$ cat config.mk
export PLATFORM = sky130hd
export DESIGN_NAME = vec_loop_state
export DESIGN_NICKNAME = d
export VERILOG_FILES = /design/src/rtl/vls_pkg.sv /design/src/rtl/vls_spr_clean.sv /design/src/rtl/vls_step_unit.sv /design/src/rtl/vls_save_bank.sv /design/src/rtl/vec_loop_state.sv
export SDC_FILE = /design/constraint.sdc
export NUM_CORES = 1
export LEC_CHECK = 0
export ABC_AREA = 0
export BUFFER_PORTS_ARGS = -buffer_cell sky130_fd_sc_hd__buf_2
export CORE_MARGIN = 2
export CORE_UTILIZATION = 53
export CTS_CLUSTER_SIZE = 30
export DETAILED_ROUTE_END_ITERATION = 8
export GPL_TIMING_DRIVEN = 0
export PLACE_DENSITY_LB_ADDON = 0.1
export REMOVE_ABC_BUFFERS = 1
export SKIP_CTS_REPAIR_TIMING = 1
export SLEW_MARGIN = 20
export SYNTH_ARGS = -nofsm -noshare
export SYNTH_HDL_FRONTEND = slang
export SYNTH_SLANG_ARGS = --single-unit
$ cat constraint.sdc
create_clock -name clk -period 3.19 [get_ports clk]
set_input_delay 0.638 -clock clk [delete_from_list [all_inputs] [get_ports clk]]
set_output_delay 0.638 -clock clk [all_outputs]
set_load 0.05 [all_outputs]
$ cat src/rtl/vls_pkg.sv
package vls_pkg;
  localparam int WORD_W  = 64;
  localparam int STEP_W  = 7;
  localparam int SUB_W   = 2;
  localparam int SEL_W   = 2;
  localparam int NSEL    = 5;
  localparam int HINT_W  = 7;
  localparam int RSVD_W  = 8;
  localparam int LEN_W   = 3;

  // Fields are defined with bit 0 as MSB; convert the last MSB-0 bit to an LSB-0 index.
  localparam int MAXVL_LO  = WORD_W - 1 - 6;
  localparam int VL_LO     = WORD_W - 1 - 13;
  localparam int SRC_LO    = WORD_W - 1 - 20;
  localparam int DST_LO    = WORD_W - 1 - 27;
  localparam int SUBVL_LO  = WORD_W - 1 - 29;
  localparam int SVSTEP_LO = WORD_W - 1 - 31;
  localparam int SEL0_LO   = WORD_W - 1 - 33;
  localparam int EN_LO     = WORD_W - 1 - 46;
  localparam int RSVD_LO   = WORD_W - 1 - 54;
  localparam int HINT_LO   = WORD_W - 1 - 61;
  localparam int PERSIST_B = WORD_W - 1 - 62;
  localparam int VFIRST_B  = WORD_W - 1 - 63;
endpackage

$ cat src/rtl/vls_spr_clean.sv
module vls_spr_clean
  import vls_pkg::*;
#(
  parameter int W = WORD_W
) (
  input  logic [W-1:0] raw_i,
  output logic [W-1:0] clean_o
);
  logic [STEP_W-1:0] maxvl_w, vl_w;

  always_comb begin
    maxvl_w = raw_i[MAXVL_LO +: STEP_W];
    vl_w    = raw_i[VL_LO +: STEP_W];
    clean_o = raw_i;
    clean_o[RSVD_LO +: RSVD_W] = '0;
    if (vl_w > maxvl_w) clean_o[VL_LO +: STEP_W] = maxvl_w;
  end
endmodule

$ cat src/rtl/vls_step_unit.sv
module vls_step_unit
  import vls_pkg::*;
#(
  parameter int SW = STEP_W,
  parameter int BW = SUB_W
) (
  input  logic [SW-1:0] vl_i,
  input  logic [BW-1:0] subvl_i,
  input  logic [SW-1:0] src_i,
  input  logic [SW-1:0] dst_i,
  input  logic [BW-1:0] sv_i,
  output logic [SW-1:0] src_o,
  output logic [SW-1:0] dst_o,
  output logic [BW-1:0] sv_o,
  output logic          wrap_o
);
  localparam logic [SW-1:0] ONE = SW'(1);
  logic last_elem;

  always_comb begin
    last_elem = (src_i >= vl_i - ONE);
    src_o  = src_i;
    dst_o  = dst_i;
    sv_o   = sv_i;
    wrap_o = 1'b0;
    if (vl_i != '0) begin
      if (sv_i >= subvl_i) begin
        sv_o = '0;
        if (last_elem) begin
          src_o  = '0;
          dst_o  = '0;
          wrap_o = 1'b1;
        end else begin
          src_o = src_i + ONE;
          dst_o = dst_i + ONE;
        end
      end else begin
        sv_o = sv_i + BW'(1);
      end
    end
  end
endmodule

$ cat src/rtl/vls_save_bank.sv
module vls_save_bank
  import vls_pkg::*;
#(
  parameter int W = WORD_W
) (
  input  logic         clk,
  input  logic         rst,
  input  logic         capture_i,
  input  logic [W-1:0] state_i,
  input  logic         wr_i,
  input  logic [W-1:0] wdata_i,
  output logic [W-1:0] save_o
);
  always_ff @(posedge clk) begin
    if (rst)            save_o <= '0;
    else if (capture_i) save_o <= state_i;
    else if (wr_i)      save_o <= wdata_i;
  end


  save_capture_chk: assert property (@(posedge clk) disable iff (rst)
    capture_i |=> save_o == $past(state_i));

  save_rsvd_zero_chk: assert property (@(posedge clk) disable iff (rst)
    save_o[RSVD_LO +: RSVD_W] == '0);
endmodule

$ cat src/rtl/vec_loop_state.sv
module vec_loop_state
  import vls_pkg::*;
#(
  parameter int W = WORD_W
) (
  input  logic         clk,
  input  logic         rst,
  input  logic         spr_we,
  input  logic         spr_sel,
  input  logic [W-1:0] spr_wdata,
  output logic [W-1:0] spr_rdata,
  input  logic         elem_done,
  input  logic         step_req,
  input  logic         trap_enter,
  input  logic         trap_return,
  input  logic         subvl_we,
  input  logic [LEN_W-1:0] subvl_len,
  output logic [W-1:0] state_o,
  output logic         loop_done,
  output logic         subvl_illegal
);
  localparam logic [LEN_W-1:0] MAX_LEN = LEN_W'(1 << SUB_W);

  logic [W-1:0]      state_q, save_q, clean_w;
  logic [STEP_W-1:0] nsrc, ndst;
  logic [SUB_W-1:0]  nsv;
  logic              wrap_w, advance, len_ok, st_wr, sv_wr;
  logic [LEN_W-1:0]  len_m1;

  vls_spr_clean #(.W(W)) u_clean (.raw_i(spr_wdata), .clean_o(clean_w));

  vls_step_unit #(.SW(STEP_W), .BW(SUB_W)) u_step (
    .vl_i   (state_q[VL_LO +: STEP_W]),
    .subvl_i(state_q[SUBVL_LO +: SUB_W]),
    .src_i  (state_q[SRC_LO +: STEP_W]),
    .dst_i  (state_q[DST_LO +: STEP_W]),
    .sv_i   (state_q[SVSTEP_LO +: SUB_W]),
    .src_o  (nsrc),
    .dst_o  (ndst),
    .sv_o   (nsv),
    .wrap_o (wrap_w)
  );

  assign sv_wr = spr_we && spr_sel && !trap_enter;

  vls_save_bank #(.W(W)) u_save (
    .clk(clk), .rst(rst), .capture_i(trap_enter), .state_i(state_q),
    .wr_i(sv_wr), .wdata_i(clean_w), .save_o(save_q)
  );

  assign advance = state_q[VFIRST_B] ? step_req : elem_done;
  assign len_ok  = (subvl_len != '0) && (subvl_len <= MAX_LEN);
  assign len_m1  = subvl_len - LEN_W'(1);
  assign st_wr   = spr_we && !spr_sel;

  always_ff @(posedge clk) begin
    if (rst) begin
      state_q       <= '0;
      loop_done     <= 1'b0;
      subvl_illegal <= 1'b0;
    end else begin
      loop_done     <= 1'b0;
      subvl_illegal <= subvl_we && !len_ok;
      if (trap_enter) begin
        state_q <= state_q;
      end else if (trap_return) begin
        state_q <= save_q;
      end else if (st_wr) begin
        state_q <= clean_w;
      end else if (subvl_we) begin
        if (len_ok) state_q[SUBVL_LO +: SUB_W] <= len_m1[SUB_W-1:0];
      end else if (advance) begin
        state_q[SRC_LO +: STEP_W]    <= nsrc;
        state_q[DST_LO +: STEP_W]    <= ndst;
        state_q[SVSTEP_LO +: SUB_W]  <= nsv;
        loop_done                    <= wrap_w;
      end
    end
  end

  assign state_o   = state_q;
  assign spr_rdata = spr_sel ? save_q : state_q;


  vl_le_maxvl_chk: assert property (@(posedge clk) disable iff (rst)
    state_q[VL_LO +: STEP_W] <= state_q[MAXVL_LO +: STEP_W]);

  state_rsvd_zero_chk: assert property (@(posedge clk) disable iff (rst)
    state_q[RSVD_LO +: RSVD_W] == '0);

  done_at_zero_chk: assert property (@(posedge clk) disable iff (rst)
    loop_done |-> (state_q[SRC_LO +: STEP_W] == '0 && state_q[SVSTEP_LO +: SUB_W] == '0));

  vfirst_hold_chk: assert property (@(posedge clk) disable iff (rst)
    (state_q[VFIRST_B] && !step_req && !trap_enter && !trap_return && !st_wr && !subvl_we)
      |=> $stable(state_q));

  trap_hold_chk: assert property (@(posedge clk) disable iff (rst)
    trap_enter |=> $stable(state_q));

  trap_restore_chk: assert property (@(posedge clk) disable iff (rst)
    (trap_return && !trap_enter) |=> state_q == $past(save_q));

  bad_len_chk: assert property (@(posedge clk) disable iff (rst)
    (subvl_we && (subvl_len == '0 || subvl_len > MAX_LEN)) |=> subvl_illegal);
endmodule

# Yosys cells after proc, flatten, opt, wreduce, memory -nomap -nowiden
# Cells that the tools add are included.
[word_totals]
rom_bits = 0
wordCells = 67
regBits = 130
out_inout_bits = 130
latchBits = 0
in_bits = 76
ramBits = 0
n_memories = 0
[op_classes]
n_reduce_logical = 22
magnitude_cmp = 4
bitwise_logic = 4
div_mod_pow = 0
shifts = 0
n_mul = 0
add_sub_neg = 5
n_mux = 24
eq_ne = 1
[op_table]
columns = ["op", "count"]
rows = [
  ["64-bit two-way mux", 4],
  ["7-bit two-way mux", 7],
  ["14-bit two-way mux", 3],
  ["32-bit two-way mux", 1],
  ["18-bit two-way mux", 1],
  ["3-bit nonzero test", 6],
  ["7-bit by 1-bit adder with 7-bit output, second input constant", 2],
  ["2-bit two-way mux", 6],
  ["8-bit OR reduction", 1],
  ["7-bit greater-or-equal comparator", 1],
  ["7-bit > comparator", 1],
  ["7-bit nonzero test", 1],
  ["7-bit by 1-bit subtractor with 7-bit output, second input constant", 1],
  ["1-bit logical AND", 5],
  ["5-bit AND reduction", 1],
  ["1-bit inverter", 4],
  ["4-bit AND reduction", 1],
  ["2-bit nonzero test", 2],
  ["3-bit <= comparator, second input constant", 1],
  ["1-bit zero test", 3],
  ["3-bit by 2-bit != test with 1-bit output, second input constant", 1],
  ["3-bit AND reduction", 1],
  ["2-bit by 1-bit adder with 2-bit output, second input constant", 1],
  ["2-bit greater-or-equal comparator", 1],
  ["3 further kinds", 4],
]

# Depth between registers and ports, before layout
[logic_depth]
ltp_word = 9
mapped_depth = 12
depth_no_buf = 11

# Hierarchy
# Synthesis repeated with hierarchy kept, for this count alone.
[hier_totals]
hier_cells = 909
hier_area_um2 = 8745.9
[modules_own_cells]
columns = ["mod", "area_each_um2", "cells_each", "seq_area_each_um2", "instances"]
rows = [
  ["vec_loop_state", 4259.1, 436, 1321.3, 1],
  ["vls_save_bank", 3045.4, 284, 1281.2, 1],
  ["vls_step_unit", 739.5, 99, 0.0, 1],
  ["vls_spr_clean", 701.9, 90, 0.0, 1],
]

# Least setup slack after synthesis
# No wires, ideal clock.
[synth_timing]
path_type = "reg-to-reg"
startpoint = "register state_q[50], in the netlist state_o[50]"
endpoint = "register state_q[46], in the netlist state_o[46]"
required_ns = 3.055
slack_ns = 0.199
arrival_ns = 2.856
setup_time_ns = 0.135
path_buffers = 1
path_stages_with_launch = 12
period_less_slack_ns = 2.991
path_cell_list = "dfxtp_1 > inv_1 > ha_1 > nor3b_1 > xnor2_1 > ha_1 > nand4_1 > o31ai_2 > nor3_2 > buf_2 > a221oi_1 > o32ai_2"
[synth_between]
elab_chain_len = 9
word_cells_on_any_way = 12
classes_between = "1 x add/sub; 1 x order compare; 7 x mux; 3 x reduce/logical"
[synth_rtl]
columns = ["item", "line_no", "source"]
rows = [
  ["start: declaration", "vec_loop_state.sv:24", "logic [W-1:0] state_q, save_q, clean_w;"],
  ["start signal: assignment", "vec_loop_state.sv:65", "state_q <= state_q;"],
  ["start signal: assignment", "vec_loop_state.sv:67", "state_q <= save_q;"],
  ["start signal: assignment", "vec_loop_state.sv:69", "state_q <= clean_w;"],
  ["7-bit by 1-bit subtractor with 7-bit output", "vls_step_unit.sv:21", "last_elem = (src_i >= vl_i - ONE);"],
  ["7-bit greater-or-equal comparator", "vls_step_unit.sv:21", ""],
  ["7-bit two-way mux", "vls_step_unit.sv:29", "if (last_elem) begin"],
  ["7-bit two-way mux", "vls_step_unit.sv:27", "if (sv_i >= subvl_i) begin"],
  ["7-bit two-way mux", "vls_step_unit.sv:26", "if (vl_i != '0) begin"],
  ["14-bit two-way mux", "vec_loop_state.sv:72", "end else if (advance) begin"],
  ["14-bit two-way mux", "vec_loop_state.sv:70", "end else if (subvl_we) begin"],
  ["18-bit two-way mux", "vec_loop_state.sv:68", "end else if (st_wr) begin"],
  ["64-bit two-way mux", "vec_loop_state.sv:66", "end else if (trap_return) begin"],
]
# Several ways; a longest one is shown, not always the timed one. The select of a mux whose other input is x is not followed.
# A chain may end at the register's enable or synchronous reset.

# Final worst setup path
[layout_timing]
startpoint = "register state_q[52], in the netlist state_o[52]"
endpoint = "register state_q[49], in the netlist state_o[49]"
# The elaborated chain is that of the path after synthesis.

==> run metrics <==
proportion of total power due to net switching 0.330; Post-Synthesis Cells 959; kind of launch point of the worst setup path flip-flop; residual overflow from global routing 0; final worst clock skew around 0.0073 ns; initial detailed-routing violation count about 510; biggest fanout along the worst timing path 8; Syn Std Cell Area 0.00762 mm^2; share of final-layout standard cells stronger than drive strength 1 0.280; commonest non-fill, non-tap cell in the layout buf_2; clock buffer count from CTS 17; half-perimeter wire length after placement 13300 um; Total Routing Usage GR 0.268; die outline width 124 um; distinct cell type count after synthesis 54; Crit Path Category reg2reg; Peak supply drop 0.391 mV; number of warnings printed during yosys synthesis 0; required time of the critical path 3.48 ns; run status finished, final reports clean; final-report hold violation count 0; highest metal layer with signal wires met4; number of vias per cell between 5 and 6; TritonRoute pass-1 iters 5; commonest cells after routing, fill and taps aside 192 x buf_2, 130 x dfxtp_1, 122 x a21oi_1, 119 x nor2_1, 108 x nand2_1; fill count approximately 1.2k; Main synth FF type dfxtp_1; Root Buffer Master clkbuf_16; transition time at the pin with the least slew margin 0.909 ns; Total Routed Length 21300 um; Worst EP arrival 3.29 ns; length of routed met3 wiring 1430 um; Finish-stage setup viols 0; Final Worst Setup Slack 0.193 ns; Hold Path Class reg2reg; H-tree levels 4; cell leakage power 0.00407 uW; routed length on met1 approximately 9600 um; sequential power share 0.363; via count of the first global-routing pass 6620; starting density of the core 0.547; die footprint 0.0153 mm^2; CTS tree done; Max transition margin 0.394; Net Sw Power 1650 uW; site row count 43; number of top-level pins 206; average size of a mapped cell slightly below 8 um^2; # DRC 0; final critical-path required period 3.00 ns; clk buf depth 2; number of antenna repair diodes 0; clock input transition at the sequential cells of the worst setup and hold paths 0.06 ns; Final Core Density 0.670; non-filler cells in the finished layout around 1.3k; area of the core 0.0139 mm^2; chip height ~120 um; total of max-cap violations 0; Fmax achieved roughly 330 MHz; total of buffers placed on input and output ports 197; number of antenna violations at the first check in global routing 0; Int Pwr 3350 uW; number of clock sinks between 100 and 150; sequential-to-total area share from yosys stat 0.342; GPL Wtd Cong 0.785; synthesis-to-layout area growth 22.6%; pwr dens 535 mW/mm^2; proportion of power drawn by combinational gates 0.242; count of final max-slew check failures 0; Clock Power Share 0.395; wire length of the first global-routing pass 32800 um; maximum number of pins on one net before global-route repair 109; remaining antenna violation count after routing 0; category of the worst setup path capture point flip-flop; ys async rst share 0; placed instance count 1260; worst-skew pair later-pin latency slightly above 0.4 ns; setup repair after global routing missed its margin no; via count 7510; EDFF count, synth 0; register bit total from synthesis 130; Post-Place Worst Slack -0.613 ns; per-cell routed wire length 16.4 um; Nets 1197; fin crit share 0.939; Met2 Routed Length 9980 um
power groups by stage:
stage / logic, uW / clock network [uW] / registers [uW]
after floorplan: 631 / 0 / 2000
after global placement: 1160 / 0 / 1840
after detailed placement: 1190 / 0 / 1850
after CTS: 1200 / 2000 / 1810
after global routing: 1310 / 2060 / 1830
final: 1210 / 1970 / 1810
metrics by stage:
step	hold WS [ns]	TNS [ns]	instance area (um^2)	total power, uW
CTS	0.502	-1.22	9300	5010
global route	0.520	0	9340	5190
floorplan	0.460	-19.77	7250	2630
global placement	0.483	-398.38	8460	3000
detailed placement	0.497	-19.20	8700	3040
finish	0.504	0	9340	5000
cell type report:
| type | instances | area (um^2) | share of cell area |
|---|---|---|---|
| inverter | 23 | 86.3 | 0.00925 |
| timing repair buffer | 207 | 1220 | 0.131 |
| clock inverter | 8 | 100 | 0.0107 |
| tap | 180 | 225 | 0.0241 |
| clock buffer | 24 | 502 | 0.0537 |
| multi-input combinational | 722 | 4590 | 0.492 |
| sequential | 130 | 2600 | 0.279 |
sequential cells by signal, indices dropped and copies added (netlist names):
register       count
loop_done          1
subvl_illegal      1
state_o           64
u_save.save_o     64
critical path: stages, from the launching register on:
cell and delay (ns):
dfxtp_1 0.38, or3_4 0.45, nor3b_1 0.27, xnor2_1 0.12, ha_1 0.30, nand4_1 0.14, o31ai_4 0.47, nor2_1 0.18
a221oi_1 0.45, o31ai_4 0.11
logic make-up (layout without fill, tap and decap cells):
| kind of cell | count (synthesis) | in the layout | synth area share |
|---|---|---|---|
| AOI/OAI and AO/OA | 266 | 266 | 0.232 |
| xor gates and xnor gates | 11 | 11 | 0.0126 |
| adders and majority gates | 20 | 20 | 0.0329 |
| buffers and inverters | 107 | 262 | 0.0590 |
| DFF | 130 | 130 | 0.342 |
| muxes | 86 | 86 | 0.122 |
| and+or+nand+nor | 339 | 339 | 0.200 |
metal layers:
metal / GRT usage / vias to the layer above
met2: 0.435 / 254
met1: 0.358 / 3522
met5: 0 / -
met4: 0.0803 / 0
li1: - / 3710
met3: 0.0604 / 24
synthesized netlist by cell type, types with 17 or more instances:
library cell	number	area, um^2
ha_1	20	250
dfxtp_1	130	2600
a211oi_1	50	375
nor2_1	119	447
o21ai_0	27	135
nand2_1	109	409
nand3_1	52	260
clkbuf_1	48	180
buf_2	17	85.1
a21oi_1	122	611
mux2i_1	31	310
inv_1	23	86.3
mux2_2	55	619
path summary, 6_finish.rpt:
kind / startpoint / end / slack [ns] / cells past startpoint
max: state_o[52] / state_o[49] / 0.19 / 9
min: u_save.save_o[35] / state_o[35] / 0.50 / 2
max reg2reg: state_o[52] / state_o[49] / 0.19 / 9
min reg2reg: u_save.save_o[35] / state_o[35] / 0.50 / 2
No activity file was read; power rests on OpenSTA's default activity.
